--- src/rtl/supv_pkg.sv ---
package supv_pkg;
  typedef struct packed {
    logic pgood;
    logic ref_en;
    logic err_en;
    logic run_en;
    logic aux_en;
    logic soft_dis;
  } supv_en_t;

  localparam supv_en_t SUPV_EN_RST = '{pgood: 1'b0, ref_en: 1'b0, err_en: 1'b0,
                                       run_en: 1'b0, aux_en: 1'b0, soft_dis: 1'b1};
endpackage

--- src/rtl/supv_thr_reg.sv ---
module supv_thr_reg #(
  parameter int W = 10
) (
  input  logic         clk_i,
  input  logic         rst_ni,
  input  logic [W-1:0] th_rise_i,
  input  logic [W-1:0] th_fall_i,
  output logic [W-1:0] th_rise_o,
  output logic [W-1:0] th_fall_o
);
  // reset values keep the lockout state where it is until real thresholds land
  always_ff @(posedge clk_i or negedge rst_ni) begin
    if (!rst_ni) begin
      th_rise_o <= '1;
      th_fall_o <= '0;
    end else begin
      th_rise_o <= th_rise_i;
      th_fall_o <= th_fall_i;
    end
  end
endmodule

--- src/rtl/supv_lockout.sv ---
module supv_lockout #(
  parameter int W        = 10,
  parameter int FILT_LEN = 4
) (
  input  logic         clk_i,
  input  logic         rst_ni,
  input  logic [W-1:0] supply_i,
  input  logic [W-1:0] th_rise_i,
  input  logic [W-1:0] th_fall_i,
  output logic         ok_o
);
  localparam int CW = (FILT_LEN > 1) ? $clog2(FILT_LEN) : 1;
  localparam logic [CW-1:0] CNT_LAST = CW'(FILT_LEN - 1);

  logic [CW-1:0] cnt_q;
  logic          ok_q;
  logic          qual;

  assign qual = ok_q ? (supply_i < th_fall_i) : (supply_i >= th_rise_i);

  always_ff @(posedge clk_i or negedge rst_ni) begin
    if (!rst_ni) begin
      ok_q  <= 1'b0;
      cnt_q <= '0;
    end else if (!qual) begin
      cnt_q <= '0;
    end else if (cnt_q == CNT_LAST) begin
      ok_q  <= ~ok_q;
      cnt_q <= '0;
    end else begin
      cnt_q <= cnt_q + 1'b1;
    end
  end

  assign ok_o = ok_q;
endmodule

--- src/rtl/supv_gate.sv ---
module supv_gate (
  input  logic               ok_i,
  input  logic               sleep_i,
  input  logic               en_i,
  input  logic               aux_en_i,
  output supv_pkg::supv_en_t en_o
);
  always_comb begin
    en_o.ref_en   = ~sleep_i;
    en_o.pgood    = ok_i & ~sleep_i;
    en_o.err_en   = ok_i & ~sleep_i;
    en_o.run_en   = ok_i & ~sleep_i & en_i;
    en_o.aux_en   = aux_en_i & ~sleep_i;
    en_o.soft_dis = sleep_i | ~en_i | ~ok_i;
  end
endmodule

--- src/rtl/supv_ctrl.sv ---
module supv_ctrl #(
  parameter int W        = 10,
  parameter int FILT_LEN = 4
) (
  input  logic         clk_i,
  input  logic         rst_ni,
  input  logic [W-1:0] supply_i,
  input  logic [W-1:0] th_rise_i,
  input  logic [W-1:0] th_fall_i,
  input  logic         sleep_i,
  input  logic         en_i,
  input  logic         aux_en_i,
  output logic         pgood_o,
  output logic         ref_en_o,
  output logic         err_en_o,
  output logic         run_en_o,
  output logic         aux_en_o,
  output logic         soft_dis_o
);
  logic [W-1:0]       th_rise_q, th_fall_q;
  logic               ok;
  supv_pkg::supv_en_t en_d, en_q;

  supv_thr_reg #(.W(W)) u_thr (
    .clk_i     (clk_i),
    .rst_ni    (rst_ni),
    .th_rise_i (th_rise_i),
    .th_fall_i (th_fall_i),
    .th_rise_o (th_rise_q),
    .th_fall_o (th_fall_q)
  );

  supv_lockout #(.W(W), .FILT_LEN(FILT_LEN)) u_lock (
    .clk_i     (clk_i),
    .rst_ni    (rst_ni),
    .supply_i  (supply_i),
    .th_rise_i (th_rise_q),
    .th_fall_i (th_fall_q),
    .ok_o      (ok)
  );

  supv_gate u_gate (
    .ok_i     (ok),
    .sleep_i  (sleep_i),
    .en_i     (en_i),
    .aux_en_i (aux_en_i),
    .en_o     (en_d)
  );

  always_ff @(posedge clk_i or negedge rst_ni) begin
    if (!rst_ni) en_q <= supv_pkg::SUPV_EN_RST;
    else         en_q <= en_d;
  end

  assign pgood_o    = en_q.pgood;
  assign ref_en_o   = en_q.ref_en;
  assign err_en_o   = en_q.err_en;
  assign run_en_o   = en_q.run_en;
  assign aux_en_o   = en_q.aux_en;
  assign soft_dis_o = en_q.soft_dis;
endmodule

--- config.mk ---
export PLATFORM = sky130hd
export DESIGN_NAME = supv_ctrl
export DESIGN_NICKNAME = d
export VERILOG_FILES = /design/src/rtl/supv_pkg.sv /design/src/rtl/supv_thr_reg.sv /design/src/rtl/supv_lockout.sv /design/src/rtl/supv_gate.sv /design/src/rtl/supv_ctrl.sv
export SDC_FILE = /design/constraint.sdc
export NUM_CORES = 1
export LEC_CHECK = 0
export BUFFER_PORTS_ARGS = -buffer_cell sky130_fd_sc_hd__buf_2
export CAP_MARGIN = 10
export CORE_UTILIZATION = 45
export CTS_CLUSTER_SIZE = 30
export DETAILED_ROUTE_END_ITERATION = 8
export PLACE_DENSITY = 0.73
export SLEW_MARGIN = 10
export SYNTH_ARGS = -nofsm -noshare
export SYNTH_HDL_FRONTEND = slang
export SYNTH_SLANG_ARGS = --single-unit
--- constraint.sdc ---
create_clock -name clk_i -period 2 [get_ports clk_i]
set_clock_uncertainty 0.2 [all_clocks]
set_input_delay 0.2 -clock clk_i [delete_from_list [all_inputs] [get_ports clk_i]]
set_output_delay 0.2 -clock clk_i [all_outputs]
set_load 0.005 [all_outputs]
==> results of run 1 <==
-- logic make-up (layout without fill, tap and decap cells) --
family          Yosys count  after routing  share of synthesized area [%]
fa+ha+maj                20             20                           19.3
flops                    28             28                           55.1
compound gates           18             18                           11.8
simple gates             15             15                           6.85
buf+inv                  23             90                           6.95
-- power by group --
part | internal, W | total, W | switching [W]
clock | 0.000203 | 0.000373 | 0.000170
combinational | 0.000173 | 0.000301 | 0.000128
sequential | 0.000637 | 0.000674 | 0.0000366
total | 0.00101 | 0.00135 | 0.000335
-- critical path: stages, from the launching register on --
cell       delay [ns]
dfstp_2          0.55
inv_1            0.06
ha_4             0.26
nand4_1          0.14
or3_4            0.42
a21boi_1         0.18
a2bb2oi_2        0.14
-- stage by stage --
| step | util, % | TNS (ns) |
|---|---|---|
| 3_3_place_gp | 55.9 | 0 |
| 4_1_cts | 68.3 | -0.00292 |
| 3_5_place_dp | 55.9 | -0.0810 |
| 6_report | 69.0 | -0.00631 |
| 5_1_grt | 69.0 | -0.238 |
| 2_1_floorplan | - | 0 |
-- cells in the final DEF (no fill, tap or decap), drive strengths merged, types with 3 or more instances in the layout --
| cell | synthesis | final |
|---|---|---|
| buf | 1 | 40 |
| inv | 22 | 22 |
| clkbuf | 0 | 3 |
| dfrtp | 17 | 17 |
| a21o | 3 | 3 |
| dfstp | 11 | 11 |
| ha | 20 | 20 |
| nor2 | 3 | 3 |
| dlygate4sd3 | 0 | 24 |
| a21oi | 3 | 3 |
| nand2b | 3 | 3 |
-- cell type report --
cell class | count | area share [%]
Multi-Input combinational cell | 53 | 29.6
Tap cell | 31 | 2.06
Clock buffer | 3 | 1.19
Clock inverter | 1 | 1.59
Sequential cell | 28 | 37.9
Inverter | 22 | 4.38
Timing Repair Buffer | 64 | 23.3
-- worst paths after layout --
path | start | end | slack, ns | depth (start not counted)
setup / recovery | u_thr.th_rise_o[7] | u_lock.ok_o | -0.006 | 6
hold / removal | supply_i[6] | u_lock.ok_o | 0.20 | 4
setup reg to reg | u_thr.th_rise_o[7] | u_lock.ok_o | -0.006 | 6
hold reg to reg | u_lock.cnt_q[0] | u_lock.cnt_q[0] | 0.34 | 2
max in group asynchronous | rst_ni | soft_dis_o | 1.00 | 2
min in group asynchronous | rst_ni | u_thr.th_fall_o[8] | 0.21 | 2
-- Yosys cell counts (all sizes together) (2+ instances only) --
cell type	number	area [um2]
a21oi	3	15.0
a31oi	2	18.8
dfstp	11	289
inv	22	82.6
nand2b	3	18.8
ha	20	250
dfrtp	17	425
nor2	3	11.3
a21o	3	22.5
o21a	2	15.0
nor2b	2	12.5
a211oi	2	20.0
-- repair_timing --
item | CTS | global route
pin swaps | 3 | 4
setup endpoints to repair | 3 | 3
hold endpoints to repair | 42 | 0
hold buffers | 24 | 0
gates cloned | 0 | 0
gates resized for setup | 6 | 4
-- state kept, by name, indices dropped and copies added, names as in the netlist --
signal and cells:
aux_en_o 1, err_en_o 1, ref_en_o 1, run_en_o 1
soft_dis_o 1, u_lock.cnt_q 2, u_lock.ok_o 1, u_thr.th_fall_o 10
u_thr.th_rise_o 10
-- per-layer routing --
layer | up-vias | GRT usage [%] | routed length, um
met3 | 4 | 2.56 | 70
met5 | - | 0 | 0
met1 | 454 | 21.3 | 994
met2 | 20 | 31.7 | 1280
li1 | 480 | - | -
met4 | 0 | 7.86 | 39
==> metrics, run 1 <==
status=finished with violations; failing checks=setup timing; # setup viols final=1; Fin Hold WS=0.202 ns; Post-Route WL=2380 um; Syn Area/Cell=12.5 um2; CTS clk-pin slew, worst paths=0.16 ns; Rows=19; Setup WS pre-CTS=-0.0450 ns; Overall Power=0.00135 W; CTS buffer count=3; fmax=0.498 GHz; crit path time final=2.01 ns; clock root cell=clkbuf_4; Initial Util=47.4%; storage element area=714 um2; Core Area=2730 um2; post-route insts no fill=202; Max-Cap Viols=0; routed vias=958; GR Util All Layers=17.8%; Worst EP required=2.07 ns; Worst EP arrival=2.08 ns; Synth Register Bits=28; RSZ-0062 raised after global routing=yes; CTS tree=built; Synth async-reset ratio=100%; HP Class=primary input to flop; GRT Residual Overflow=0; FILL cells=208; Net Count, Synth=159; antenna-violating nets left=0; final setup margin=-0.00631 ns; antenna violations before repair=0; DRT iter0 DRCs=8; ant diodes=0; DIE WIDTH=55.7 um; WL per Instance=11.8 um; Fin. Hold Viols=0; final net count=227; ratio of cells with drive above 1 in the final layout=40.4%; GP Congestion=0.782; placed cell count=174; power per cell area=714 nW/um2; worst-skew pair later-pin latency=0.33 ns; worst setup path class=flop to flop; Sink Count=28; largest net degree at the start of global routing=29; HPWL reported at the end of detailed placement=1600 um; EDFF count, synth=0; VDD IR max=0.000576 V; yosys warns=0; Max Buffers Root-to-Sink=2; final cycle utilization of the critical path=100%; Placement Cell Area=1530 um2; vias in the first global route=1037; design area=1890 um2; element type at the critical path start=flop; max-slew violations=0; Remaining DRCs=0; io pins=41; Slew HR=60.5%; Mapped Area=1300 um2; Leak=0.966 nW; Layout area overhead=45.6%; post-CTS setup buffer count=0; CP Capture Type=flop; multi-input logic area=558 um2; Least-Margin Pin Slew=0.593 ns; CP max FO=2; Initial DRT Pass Iterations=4; Die Area=3100 um2; top_reg_cell synth=dfrtp_1; Die H=55.7 um; Max H-tree Level=1; port bufs=40; Synth Instances=104; DR vias/cell=4.74; Synth cell types=28; first-pass GRT wire length=4290 um; sequential area share after synthesis=55.1%
(Power assumes the default switching activity.)
==> inputs of run 2 (changes only) <==
CORE_UTILIZATION = 49   (was 45)
PLACE_DENSITY = 0.75   (was 0.73)
SKIP_LAST_GASP = 1   (was unset)
SLEW_MARGIN = unset   (was 10)
clock period = 1.95 ns   (was 2 ns; I/O delays follow)
==> run 2 against run 1 <==
Compared with the run above: the run still ends with setup timing left; via count up 1.7%; combinational power rose by 9.3%; first-iteration DRC count is 25% lower; highest routed layer unchanged; critical endpoint is now u_lock.cnt_q[1]; non-clock buffer count grew 1; largest cell class unchanged.
==> metrics, run 2 (synthesized netlist as in run 1, its figures left out) <==
Core Area=2480 um2 (-9.4%); RSZ-0062 raised after global routing=yes; final setup margin=-0.102 ns (-0.0961 ns); Critical path origin=u_thr.th_rise_o[9]; element type at the critical path start=flop; Worst EP arrival=2.13 ns (+0.05 ns); antenna-violating nets left=0 (unchanged); failing checks=setup timing; GR Util All Layers=21.6% (+3.8 points); CTS tree=built; Layout area overhead=47.0%; Setup WS pre-CTS=-0.0936 ns (-0.0487 ns); Max H-tree Level=1 (unchanged); Post-Route WL=2600 um (+9.3%); ant diodes=0 (unchanged); HPWL reported at the end of detailed placement=1730 um (+8.2%); Overall Power=0.00130 W (-3.9%); Max Buffers Root-to-Sink=2 (unchanged); FF-to-FF Start=u_thr.th_rise_o[9]; Die H=53.4 um (-4.0%); crit path time final=2.05 ns (+0.0461 ns); CTS buffer count=3 (unchanged); GRT Residual Overflow=0 (unchanged); Sink Count=28 (unchanged); Least-Margin Pin Slew=0.589 ns (-0.00416 ns); FILL cells=171 (-18%); Fin. Hold Viols=0 (unchanged); final cycle utilization of the critical path=105% (+4.9 points); Initial Util=52.3% (+4.9 points); max-slew violations=0 (unchanged); DR vias/cell=4.82 (+1.7%); clock root cell=clkbuf_4; most frequent cells in the layout=40 x buf_2, 24 x dlygate4sd3_1, 19 x inv_1, 17 x dfrtp_1, 16 x ha_1; vias in the first global route=986 (-4.9%); Rows=18 (-1); commonest non-fill, non-tap cell in the layout=buf_2; cell family with most CP delay=simple AND/OR/NAND/NOR gates; Die Area=2860 um2 (-7.9%); GP Congestion=0.825 (+5.5%); Leak=0.969 nW (+0.29%); Slew HR=60.7% (+0.28 points); WL per Instance=12.9 um (+9.3%); Max-Cap Viols=0 (unchanged); largest net degree at the start of global routing=29 (unchanged); HP Class=primary input to flop; Worst Hold Launch=supply_i[6]; power per cell area=680 nW/um2 (-4.8%); io pins=41 (unchanged); Critical-path top delay cell=dfstp_2; CTS clk-pin slew, worst paths=0.14 ns (-0.02 ns); ratio of cells with drive above 1 in the final layout=41.9% (+1.5 points); final net count=228 (+0.44%); Worst EP required=2.02 ns (-0.05 ns); # setup viols final=3 (+2); worst-skew pair later-pin latency=0.32 ns (about the same); CP max FO=3 (+1); Largest regs=u_thr.th_fall_o (10), u_thr.th_rise_o (10), u_lock.cnt_q (2); CP bufs+invs=1 (unchanged); antenna violations before repair=0 (unchanged); fmax=0.487 GHz (-2.2%); final core occ=76.9% (+7.9 points); VDD IR max=0.000605 V (+4.9%); cell chain of the critical path=inv_2, ha_4, nand4_1, or3_4, a21oi_2, o21a_1; DRT iter0 DRCs=6 (-2); Largest stage delay, worst path=0.56 ns (about the same); port bufs=40 (unchanged); DIE WIDTH=53.4 um (-4.0%); status=finished with violations; worst setup path class=flop to flop; CP Capture Type=flop; first-pass GRT wire length=4190 um (-2.4%); Remaining DRCs=0 (unchanged); Initial DRT Pass Iterations=4 (unchanged); routed vias=974 (+1.7%)
-- run 2: changes by cell type in the layout (fill, tap and decap cells not counted), sizes merged --
cell	previous run	this run
clkbuf	3	4
bufinv	1	0
buf	40	41
-- run 2: layout make-up --
class | count | area (um2) | share of cell area [%]
Clock buffer | 4 | 36.3 | 1.90
Inverter | 22 | 82.6 | 4.33
Multi-Input combinational cell | 53 | 587 | 30.8
Sequential cell | 28 | 714 | 37.5
Tap cell | 30 | 37.5 | 1.97
Timing Repair Buffer | 65 | 448 | 23.5
-- run 2: worst paths after layout --
| kind | depth (start not counted) | slack [ns] | to |
|---|---|---|---|
| min in group asynchronous | 2 | 0.21 | run_en_o |
| max reg2reg | 6 | -0.10 | u_lock.cnt_q[1] |
| max in group asynchronous | 2 | 0.96 | u_thr.th_rise_o[6] |
| min reg2reg | 2 | 0.34 | u_lock.cnt_q[0] |
| min | 4 | 0.19 | u_lock.ok_o |
| max | 6 | -0.10 | u_lock.cnt_q[1] |
-- run 2: what timing repair did --
| item | CTS | global route |
|---|---|---|
| gates resized for setup | 12 | 1 |
| buffers inserted | 1 | 0 |
| endpoints found under the hold margin | 42 | 0 |
| setup endpoints to repair | 3 | 3 |
| hold buffers | 24 | 0 |
| pin swaps | 10 | 4 |
-- run 2: routing by layer --
layer / vias to the layer above / part of all wire, % / track usage [%]
li1: 486 / - / -
met1: 456 / 38 / 24.6
met2: 25 / 56 / 38.8
met3: 7 / 3.1 / 3.45
met4: 0 / 2.5 / 10.1
met5: - / 0 / 0
-- run 2: tightest hold or removal path, cell delays in order --
cell and delay [ns]:
buf_2 0.10, ha_1 0.14, a31oi_2 0.12, a2bb2oi_2 0.13
-- run 2: through the flow --
step	instance area (um2)	instances	TNS (ns)	hold WS, ns
floorplan	1310	104	0	-0.301
global placement	1540	173	-0.0686	0.0208
detailed placement	1540	173	-0.241	0.0304
CTS	1900	202	-0.191	0.191
global route	1910	202	-0.427	0.219
finish	1910	202	-0.296	0.192
-- run 2: where the power goes --
| group | switching, W | internal, W | total [W] |
|---|---|---|---|
| Clock | 0.000163 | 0.000114 | 0.000277 |
| Combinational | 0.000143 | 0.000186 | 0.000329 |
| Sequential | 0.0000361 | 0.000653 | 0.000690 |
